## src/rtl/irq_res_pkg.sv

```systemverilog
package irq_res_pkg;
  localparam int BANK_LINES = 32;
  localparam int MAX_BANKS  = 3;
  localparam int PRIO_W     = 5;
  localparam int IDX_W      = $clog2(BANK_LINES * MAX_BANKS + 1);

  typedef struct packed {
    logic              valid;
    logic [PRIO_W-1:0] prio;
    logic [IDX_W-1:0]  idx;
  } cand_t;

  typedef struct packed {
    logic loadResult;
    logic clearResult;
  } res_strobe_t;

  // a beats b: a is live and either b is dead, a is more urgent,
  // or both are equally urgent and a has the higher line number
  function automatic cand_t pickWinner(cand_t a, cand_t b);
    logic aWins;
    aWins = a.valid && (!b.valid || (a.prio < b.prio) ||
                        ((a.prio == b.prio) && (a.idx > b.idx)));
    return aWins ? a : b;
  endfunction
endpackage

```

## src/rtl/irq_res_ctrl.sv

```systemverilog
module irq_res_ctrl
  import irq_res_pkg::*;
(
  input  logic        rstN,
  input  logic        capture,
  output res_strobe_t strobes
);
  always_comb begin
    strobes.clearResult = !rstN;
    strobes.loadResult  = rstN && capture;
  end
endmodule

```

## src/rtl/irq_res_datapath.sv

```systemverilog
module irq_res_datapath
  import irq_res_pkg::*;
#(
  parameter int NUM_BANKS = 3
) (
  input  logic                                 clk,
  input  res_strobe_t                          strobes,
  input  logic [NUM_BANKS*BANK_LINES-1:0]        pending,
  input  logic [NUM_BANKS*BANK_LINES-1:0]        maskBits,
  input  logic [NUM_BANKS*BANK_LINES-1:0]        classSel,
  input  logic [NUM_BANKS*BANK_LINES*PRIO_W-1:0] prio,
  input  logic                                 fastClass,
  output logic [IDX_W-1:0]                     winCode,
  output logic                                 winValid
);
  localparam int NLINES = NUM_BANKS * BANK_LINES;
  localparam int LEAVES = 1 << $clog2(NLINES);

  // heap-ordered tree: node 1 is the root, leaves at LEAVES..2*LEAVES-1
  cand_t node [1:2*LEAVES-1];

  for (genvar k = 0; k < LEAVES; k++) begin : g_leaf
    if (k < NLINES) begin : g_real
      assign node[LEAVES+k] = '{
        valid: pending[k] && !maskBits[k] && (classSel[k] == fastClass),
        prio:  prio[k*PRIO_W +: PRIO_W],
        idx:   IDX_W'(k)
      };
    end else begin : g_pad
      assign node[LEAVES+k] = '{valid: 1'b0, prio: '1, idx: IDX_W'(k)};
    end
  end

  for (genvar i = 1; i < LEAVES; i++) begin : g_node
    assign node[i] = pickWinner(node[2*i], node[2*i+1]);
  end

  always_ff @(posedge clk) begin
    if (strobes.clearResult) begin
      winCode  <= '0;
      winValid <= 1'b0;
    end else if (strobes.loadResult) begin
      winCode  <= node[1].valid ? node[1].idx : '0;
      winValid <= node[1].valid;
    end
  end
endmodule

```

## src/rtl/irq_source_resolver.sv

```systemverilog
module irq_source_resolver
  import irq_res_pkg::*;
#(
  parameter int NUM_BANKS = 3
) (
  input  logic                                 clk,
  input  logic                                 rstN,
  input  logic [NUM_BANKS*BANK_LINES-1:0]        pending,
  input  logic [NUM_BANKS*BANK_LINES-1:0]        maskBits,
  input  logic [NUM_BANKS*BANK_LINES-1:0]        classSel,
  input  logic [NUM_BANKS*BANK_LINES*PRIO_W-1:0] prio,
  input  logic                                 fastClass,
  input  logic                                 capture,
  output logic [IDX_W-1:0]                     winCode,
  output logic                                 winValid
);
  res_strobe_t strobes;

  irq_res_ctrl u_ctrl (
    .rstN    (rstN),
    .capture (capture),
    .strobes (strobes)
  );

  irq_res_datapath #(.NUM_BANKS(NUM_BANKS)) u_dp (
    .clk       (clk),
    .strobes   (strobes),
    .pending   (pending),
    .maskBits  (maskBits),
    .classSel  (classSel),
    .prio      (prio),
    .fastClass (fastClass),
    .winCode   (winCode),
    .winValid  (winValid)
  );
endmodule

```

## config.mk

```make
export PLATFORM = sky130hd
export DESIGN_NAME = irq_source_resolver
export DESIGN_NICKNAME = d
export VERILOG_FILES = /design/src/rtl/irq_res_pkg.sv /design/src/rtl/irq_res_ctrl.sv /design/src/rtl/irq_res_datapath.sv /design/src/rtl/irq_source_resolver.sv
export SDC_FILE = /design/constraint.sdc
export NUM_CORES = 1
export LEC_CHECK = 0
export ABC_AREA = 0
export CAP_MARGIN = 20
export CORE_AREA = 4 4 298 300
export CTS_BUF_LIST = sky130_fd_sc_hd__clkbuf_4 sky130_fd_sc_hd__clkbuf_8
export DETAILED_ROUTE_END_ITERATION = 8
export DIE_AREA = 0 0 302 304
export PLACE_DENSITY_LB_ADDON = 0.08
export SLEW_MARGIN = 20
export SYNTH_ARGS = -nofsm -noshare
export SYNTH_HDL_FRONTEND = slang
export SYNTH_SLANG_ARGS = --single-unit
```

## constraint.sdc

```tcl
create_clock -name clk -period 40.8 [get_ports clk]
set_clock_uncertainty 0.15 [all_clocks]
set_input_delay 12.24 -clock clk [delete_from_list [all_inputs] [get_ports clk]]
set_output_delay 12.24 -clock clk [all_outputs]
set_load 0.01 [all_outputs]
```

======== Yosys cells after proc, flatten, opt, wreduce, memory -nomap -nowiden ========
Cells that the tools add are included.
W data, S select, Z words.
word-level totals
  bits in registers ....................... 8
  output and inout bits ................... 8
  word-level logic and storage cells ...... 1052
operators by class
  $lt $le $gt $ge ......................... 142
  eq/ne operators ......................... 143
  muxes and demuxes ....................... 97
  reductions and logical operators ........ 668
operators with widths
  kind                 count
  $mux W13             96
  $lt A5 B5 Y1         95
  $logic_and A1 B1 Y1  335
  $gt A7 B7 Y1         47
  $eq A5 B5 Y1         47
  $logic_not A1 Y1     191
  $logic_or A1 B1 Y1   142
  $eq A1 B1 Y1         96
  $mux W7              1

======== Logic depth before layout (Yosys ltp) ========
  depth in word-level cells ............... 38
  gate-level depth with buffers ........... 65

======== Cells and area by module ========
A second synthesis with hierarchy kept.
unflattened totals
  cells, all modules ...................... 2908
  area total of the unflattened synthesis .. 21906.0 um2
by module, submodules not included
  module            times used  cells an instance  area each (um2)  sequential area each (um2)
  irq_res_datapath  1           2906               21896.0          160.2
  irq_res_ctrl      1           2                  10.0             0.0

======== Worst setup path after synthesis ========
Ideal clock, no wire load.
  kind .................................... input-to-reg
  from .................................... input port prio[149]
  to ...................................... register u_dp.winCode[0]
  arrival time ............................ 23.497 ns
  slack ................................... 17.058 ns
  stages .................................. 59
  buffers on the path ..................... 1
  path through ............................ inv_1 ha_1 nand2_1 o21bai_1 a21oi_1 o311ai_1 mux2i_1 inv_1 ha_1 a21o_1 a21o_1 a21oi_1 o21ai_0 a31oi_1 mux2i_1 inv_1 ha_1 a21o_1 (+23 left out) inv_1 ha_1 a21o_1 a21o_1 a21oi_1 o21ai_0 o41a_1 buf_6 mux2i_1 ha_1 a21o_1 a21o_1 a21oi_1 nand2_1 a211o_1 a211oi_2 o21ai_2 o311ai_1
between the ends
  word-level cells in the longest chain between the ends .. 35
ends and longest elaborated chain
  what                                                              RTL line                              source
  start: declaration                                                irq_source_resolver.sv:11             input logic [NUM_BANKS*BANK_LINES*PRIO_W-1:0] prio,
  $lt A5 B5 Y1                                                      irq_res_pkg.sv:22                     aWins = a.valid && (!b.valid || (a.prio < b.prio) ||
  $logic_or A1 B1 Y1                                                irq_res_pkg.sv:22
  $logic_and A1 B1 Y1                                               irq_res_pkg.sv:22
  $mux W13 *                                                        irq_res_pkg.sv:24                     return aWins ? a : b;
  $gt A7 B7 Y1, or another cell as far along                        irq_res_pkg.sv:23                     ((a.prio == b.prio) && (a.idx > b.idx)));
  $logic_and A1 B1 Y1 / $logic_or A1 B1 Y1 (equally long branches)  irq_res_pkg.sv:23, irq_res_pkg.sv:22
  $logic_or A1 B1 Y1                                                irq_res_pkg.sv:22
  $logic_and A1 B1 Y1                                               irq_res_pkg.sv:22
  (+19 left out)                                                    --
  $logic_and A1 B1 Y1                                               irq_res_pkg.sv:22
  $mux W13 *                                                        irq_res_pkg.sv:24
  $gt A7 B7 Y1, or another cell as far along                        irq_res_pkg.sv:23
  $logic_and A1 B1 Y1 / $logic_or A1 B1 Y1 (equally long branches)  irq_res_pkg.sv:23, irq_res_pkg.sv:22
  $logic_or A1 B1 Y1                                                irq_res_pkg.sv:22
  $logic_and A1 B1 Y1                                               irq_res_pkg.sv:22
  $mux W13 *                                                        irq_res_pkg.sv:24
  $mux W7 *                                                         irq_res_datapath.sv:43                winCode <= node[1].valid ? node[1].idx : '0;
  end signal: assignment                                            irq_res_datapath.sv:43
  end: declaration                                                  irq_res_datapath.sv:13                output logic [IDX_W-1:0] winCode,
Mark *: on every way between the ends. The rest lies on a longest branch, timed or not.
A chain may end at the register's enable or synchronous reset.

======== Final worst setup path ========
Same ends and word-level chain as after synthesis.

==> out/results.md <==
Global routing
* overall global routing resource usage: 19.2%
* maximum number of pins on one net before global-route repair: 42
* GRT Residual Overflow: 0
* global-route wire length before repair: 139000 um
* number of global-route vias before repair: 23700
* initial antenna violation count: 13

Placed design
* HPWL reported at the end of detailed placement: 86400 um
* buffers added on ports: 779
* routability cong.: 0.854
* Post-Place Worst Slack: 14.47 ns

Worst setup path
* kind of critical path: in -> reg
* Crit path largest cell delay: 0.82 ns
* Crit path required time: 40.79 ns
* startpoint of the worst register-to-register path: u_dp.winCode[5]
* reg-to-reg setup timing slack: 39.92 ns
* cell repeated most along the worst path: sky130_fd_sc_hd__a21o_1
* Worst Path Buf+Inv: 6
* highest fanout seen on the critical path: 10
* nature of the critical path endpoint: flop
* Critical Path Source Type: input pin
* Largest delay share family, worst path: compound AO/OA/AOI/OAI gates
* worst setup path startpoint: prio[149]
* critical path's slowest cell: sky130_fd_sc_hd__o311ai_1
* arrival time at the worst endpoint: 26.12 ns

Floorplanning
* Die Ht: 304 um
* row count: 108
* horizontal die dimension: 302 um
* Total Die Area: 91800 um2
* effective utilization at floorplan: 24.9%
* number of placed I/O pins: 780
* core outline area: 86200 um2

Clock tree
* cts-stage hold buffer count: 0
* number of post-CTS setup repair buffers: 0
* clock tree root buffer cell: sky130_fd_sc_hd__clkbuf_8
* Clock Sink Count: 8
* CTS Buf Count: 3
* clock transition at the registers of the reported paths: 0.04 ns
* Post-CTS Resized: 0
* insertion delay to the later sink of the worst-skew pair: 0.23 ns
* clock tree from TritonCTS: yes
* buffer depth of the longest clock path: 2
* maximum level of the CTS H-tree: 1

Flow run
* maxcap violations: 0

Synthesis
* mean instance size in the synthesized netlist: 7.31 um2
* combinational family with the most area after synthesis: compound AO/OA/AOI/OAI gates
* multiplexer share of the synthesized area: 15.0%
* combined area of all synthesized cells: 21400 um2
* xor-xnor portion of the synthesized cell area: 4.37%
* area share of fa/ha/maj cells after synthesis: 22.2%
* simple logic cell fraction of the synthesized area: 18.5%
* Yosys warning total: 0
* Seq cells post-synth: 8
* count of flip-flops with a built-in enable after synthesis: 0
* async set-or-reset flop fraction in the synthesized netlist: 0%
* post-synthesis net count: 4084
* fraction of the mapped netlist area in compound gates: 31.1%
* Cell variety after synth: 114
* sequential area share after synthesis: 0.747%
* Mapped Cells: 2932
* dominant synthesized flop cell: sky130_fd_sc_hd__dfxtp_1

Route
* total via count after detailed routing: 23700
* number of detailed-route iterations in the first pass: 5
* mean number of vias per cell: 4.90
* total DRC errors in the routed layout: 0
* detail-routed net length per standard cell: 19.4 um
* DR iter-0 viols: 1051
* number of nets still failing antenna checks after routing: 0
* final wirelength: 93800 um

STA
* transition time at the pin with the least slew margin: 1.00 ns
* shortest clock period the worst path allows after layout: 26.13 ns
* number of endpoints with negative hold slack in the final report: 0
* Final setup violation count: 0
* period utilization: 64.1%
* Total Neg Setup Slack: 0 ns
* max-slew violations: 0
* unrepaired setup endpoints after global routing: no
* post-layout worst setup margin: 14.67 ns
* highest clock frequency the design can meet: 38.3 MHz
* worst rel slew slack: 32.3%

Hold path
* worst min-delay path class: reg -> reg
* Hold Crit Start: u_dp.winCode[1]

Final layout
* Post-layout nets: 4835
* number of fillers in the final layout: 9346
* fraction of final layout cells with drive strength greater than 1: 4.84%
* synth-to-layout area growth: 42.3%

Power
* Peak VDD IR: 41.4 uV
* total power density per cell area: 24.9 nW/um2
* cell leakage power: 14.1 nW

Run status
* status: completed

[power breakdown]
part	internal, mW	leakage [nW]	switching, mW
logic	0.331	14.0	0.406
registers	0.0113	0.0662	0.00119
clock network	0.00643	0.0216	0.00357
total	0.349	14.1	0.411
[worst paths after layout]
path | end | cells past startpoint
worst max register to register | u_dp.winCode[5] | 2
worst min register to register | u_dp.winCode[1] | 2
worst max-delay path | u_dp.winCode[0] | 60
worst min-delay path | u_dp.winCode[1] | 2
[registers in the layout (all words and copies together) (netlist names)]
| register | count |
|---|---|
| u_dp.winCode | 7 |
| u_dp.winValid | 1 |
[layout make-up]
| class | instances | area, um2 | share of cell area, % |
|---|---|---|---|
| Multi-Input combinational cell | 2493 | 19500 | 64.0 |
| Sequential cell | 8 | 160 | 0.525 |
| Clock buffer | 3 | 41.3 | 0.135 |
| Tap cell | 1155 | 1450 | 4.73 |
| Antenna cell | 9 | 22.5 | 0.0738 |
| Inverter | 392 | 1470 | 4.82 |
| Timing Repair Buffer | 785 | 7840 | 25.7 |
[metrics by stage]
stage               power [mW]  area, um2  std cells  hold slack, ns  utilization (%)
floorplan                0.507      21400       2932           0.353                -
global placement         0.756      30500       4833           0.311             35.3
detailed placement       0.754      30500       4833           0.308             35.3
CTS                      0.768      30500       4836           0.321             35.4
global route             0.849      30500       4841           0.340             35.4
finish                   0.760      30500       4845           0.315             35.4
[cells by family after synthesis]
| group | count (synthesis) |
|---|---|
| compound gates | 933 |
| buf+inv | 431 |
| xor+xnor | 101 |
| simple gates | 769 |
| fa+ha+maj | 380 |
| flops | 8 |
| mux | 310 |
[metal layers]
layer  wire (um)  part of all wire, %  GRT usage (%)  vias up
met4        1220                  1.3           2.63       10
li1            -                    -              -    12300
met1       39000                   42           23.0    10800
met2       47800                   51           36.5      600
met3        5620                  6.0           3.17       57
met5          68                0.073              0        -
[cell usage after synthesis, types with 14 or more instances]
cell type	count	area [um2]
sky130_fd_sc_hd__ha_1	380	4750
sky130_fd_sc_hd__a21oi_1	236	1180
sky130_fd_sc_hd__and2_1	32	200
sky130_fd_sc_hd__o2bb2ai_1	25	219
sky130_fd_sc_hd__mux2i_1	229	2290
sky130_fd_sc_hd__nand2b_1	110	688
sky130_fd_sc_hd__a211o_1	18	158
sky130_fd_sc_hd__xnor2_1	32	280
sky130_fd_sc_hd__a211oi_1	33	248
sky130_fd_sc_hd__nor3_1	30	150
sky130_fd_sc_hd__a2111oi_0	23	201
sky130_fd_sc_hd__o211a_1	15	150
sky130_fd_sc_hd__nor2_1	197	739
sky130_fd_sc_hd__a31oi_1	19	119
sky130_fd_sc_hd__nand3_1	22	110
sky130_fd_sc_hd__inv_1	389	1460
sky130_fd_sc_hd__o22ai_1	14	87.6
sky130_fd_sc_hd__o21ai_1	20	100
sky130_fd_sc_hd__a21o_1	68	510
sky130_fd_sc_hd__nand4_1	29	181
sky130_fd_sc_hd__nor2b_1	60	375
sky130_fd_sc_hd__nand2_1	181	679
sky130_fd_sc_hd__o21a_1	63	473
sky130_fd_sc_hd__xor2_1	62	543
sky130_fd_sc_hd__mux2_2	74	833
sky130_fd_sc_hd__o211ai_1	17	128
sky130_fd_sc_hd__clkbuf_1	18	67.6
sky130_fd_sc_hd__o21ai_0	146	731
[layout by cell type (no fill, tap or decap), types with 13 or more instances in the layout]
cell                                n
sky130_fd_sc_hd__o21bai_1          13
sky130_fd_sc_hd__a211oi_1          33
sky130_fd_sc_hd__nor2_1           197
sky130_fd_sc_hd__o211a_1           15
sky130_fd_sc_hd__clkdlybuf4s50_1  778
sky130_fd_sc_hd__a31oi_1           19
sky130_fd_sc_hd__o21ai_0          146
sky130_fd_sc_hd__a21oi_1          236
sky130_fd_sc_hd__a211o_1           18
sky130_fd_sc_hd__and2_1            32
sky130_fd_sc_hd__nand4_1           29
sky130_fd_sc_hd__o22ai_1           14
sky130_fd_sc_hd__nor2b_1           60
sky130_fd_sc_hd__a21o_1            68
sky130_fd_sc_hd__xnor2_1           32
sky130_fd_sc_hd__ha_1             380
sky130_fd_sc_hd__nand2_1          181
sky130_fd_sc_hd__nand3_1           22
sky130_fd_sc_hd__o2bb2ai_1         25
sky130_fd_sc_hd__xor2_1            62
sky130_fd_sc_hd__nand2b_1         110
sky130_fd_sc_hd__nor3_1            30
sky130_fd_sc_hd__o211ai_1          17
sky130_fd_sc_hd__mux2i_1          229
sky130_fd_sc_hd__o21ai_1           20
sky130_fd_sc_hd__o21a_1            63
sky130_fd_sc_hd__a2111oi_0         23
sky130_fd_sc_hd__nor3b_1           13
sky130_fd_sc_hd__mux2_2            74
sky130_fd_sc_hd__inv_1            389
[tightest hold or removal path, cell delays in order (launching register included)]
cell and delay, ns:
sky130_fd_sc_hd__dfxtp_1 0.32, sky130_fd_sc_hd__nand2_1 0.06, sky130_fd_sc_hd__o221ai_2 0.05
Power figures use the tool's default switching activity.
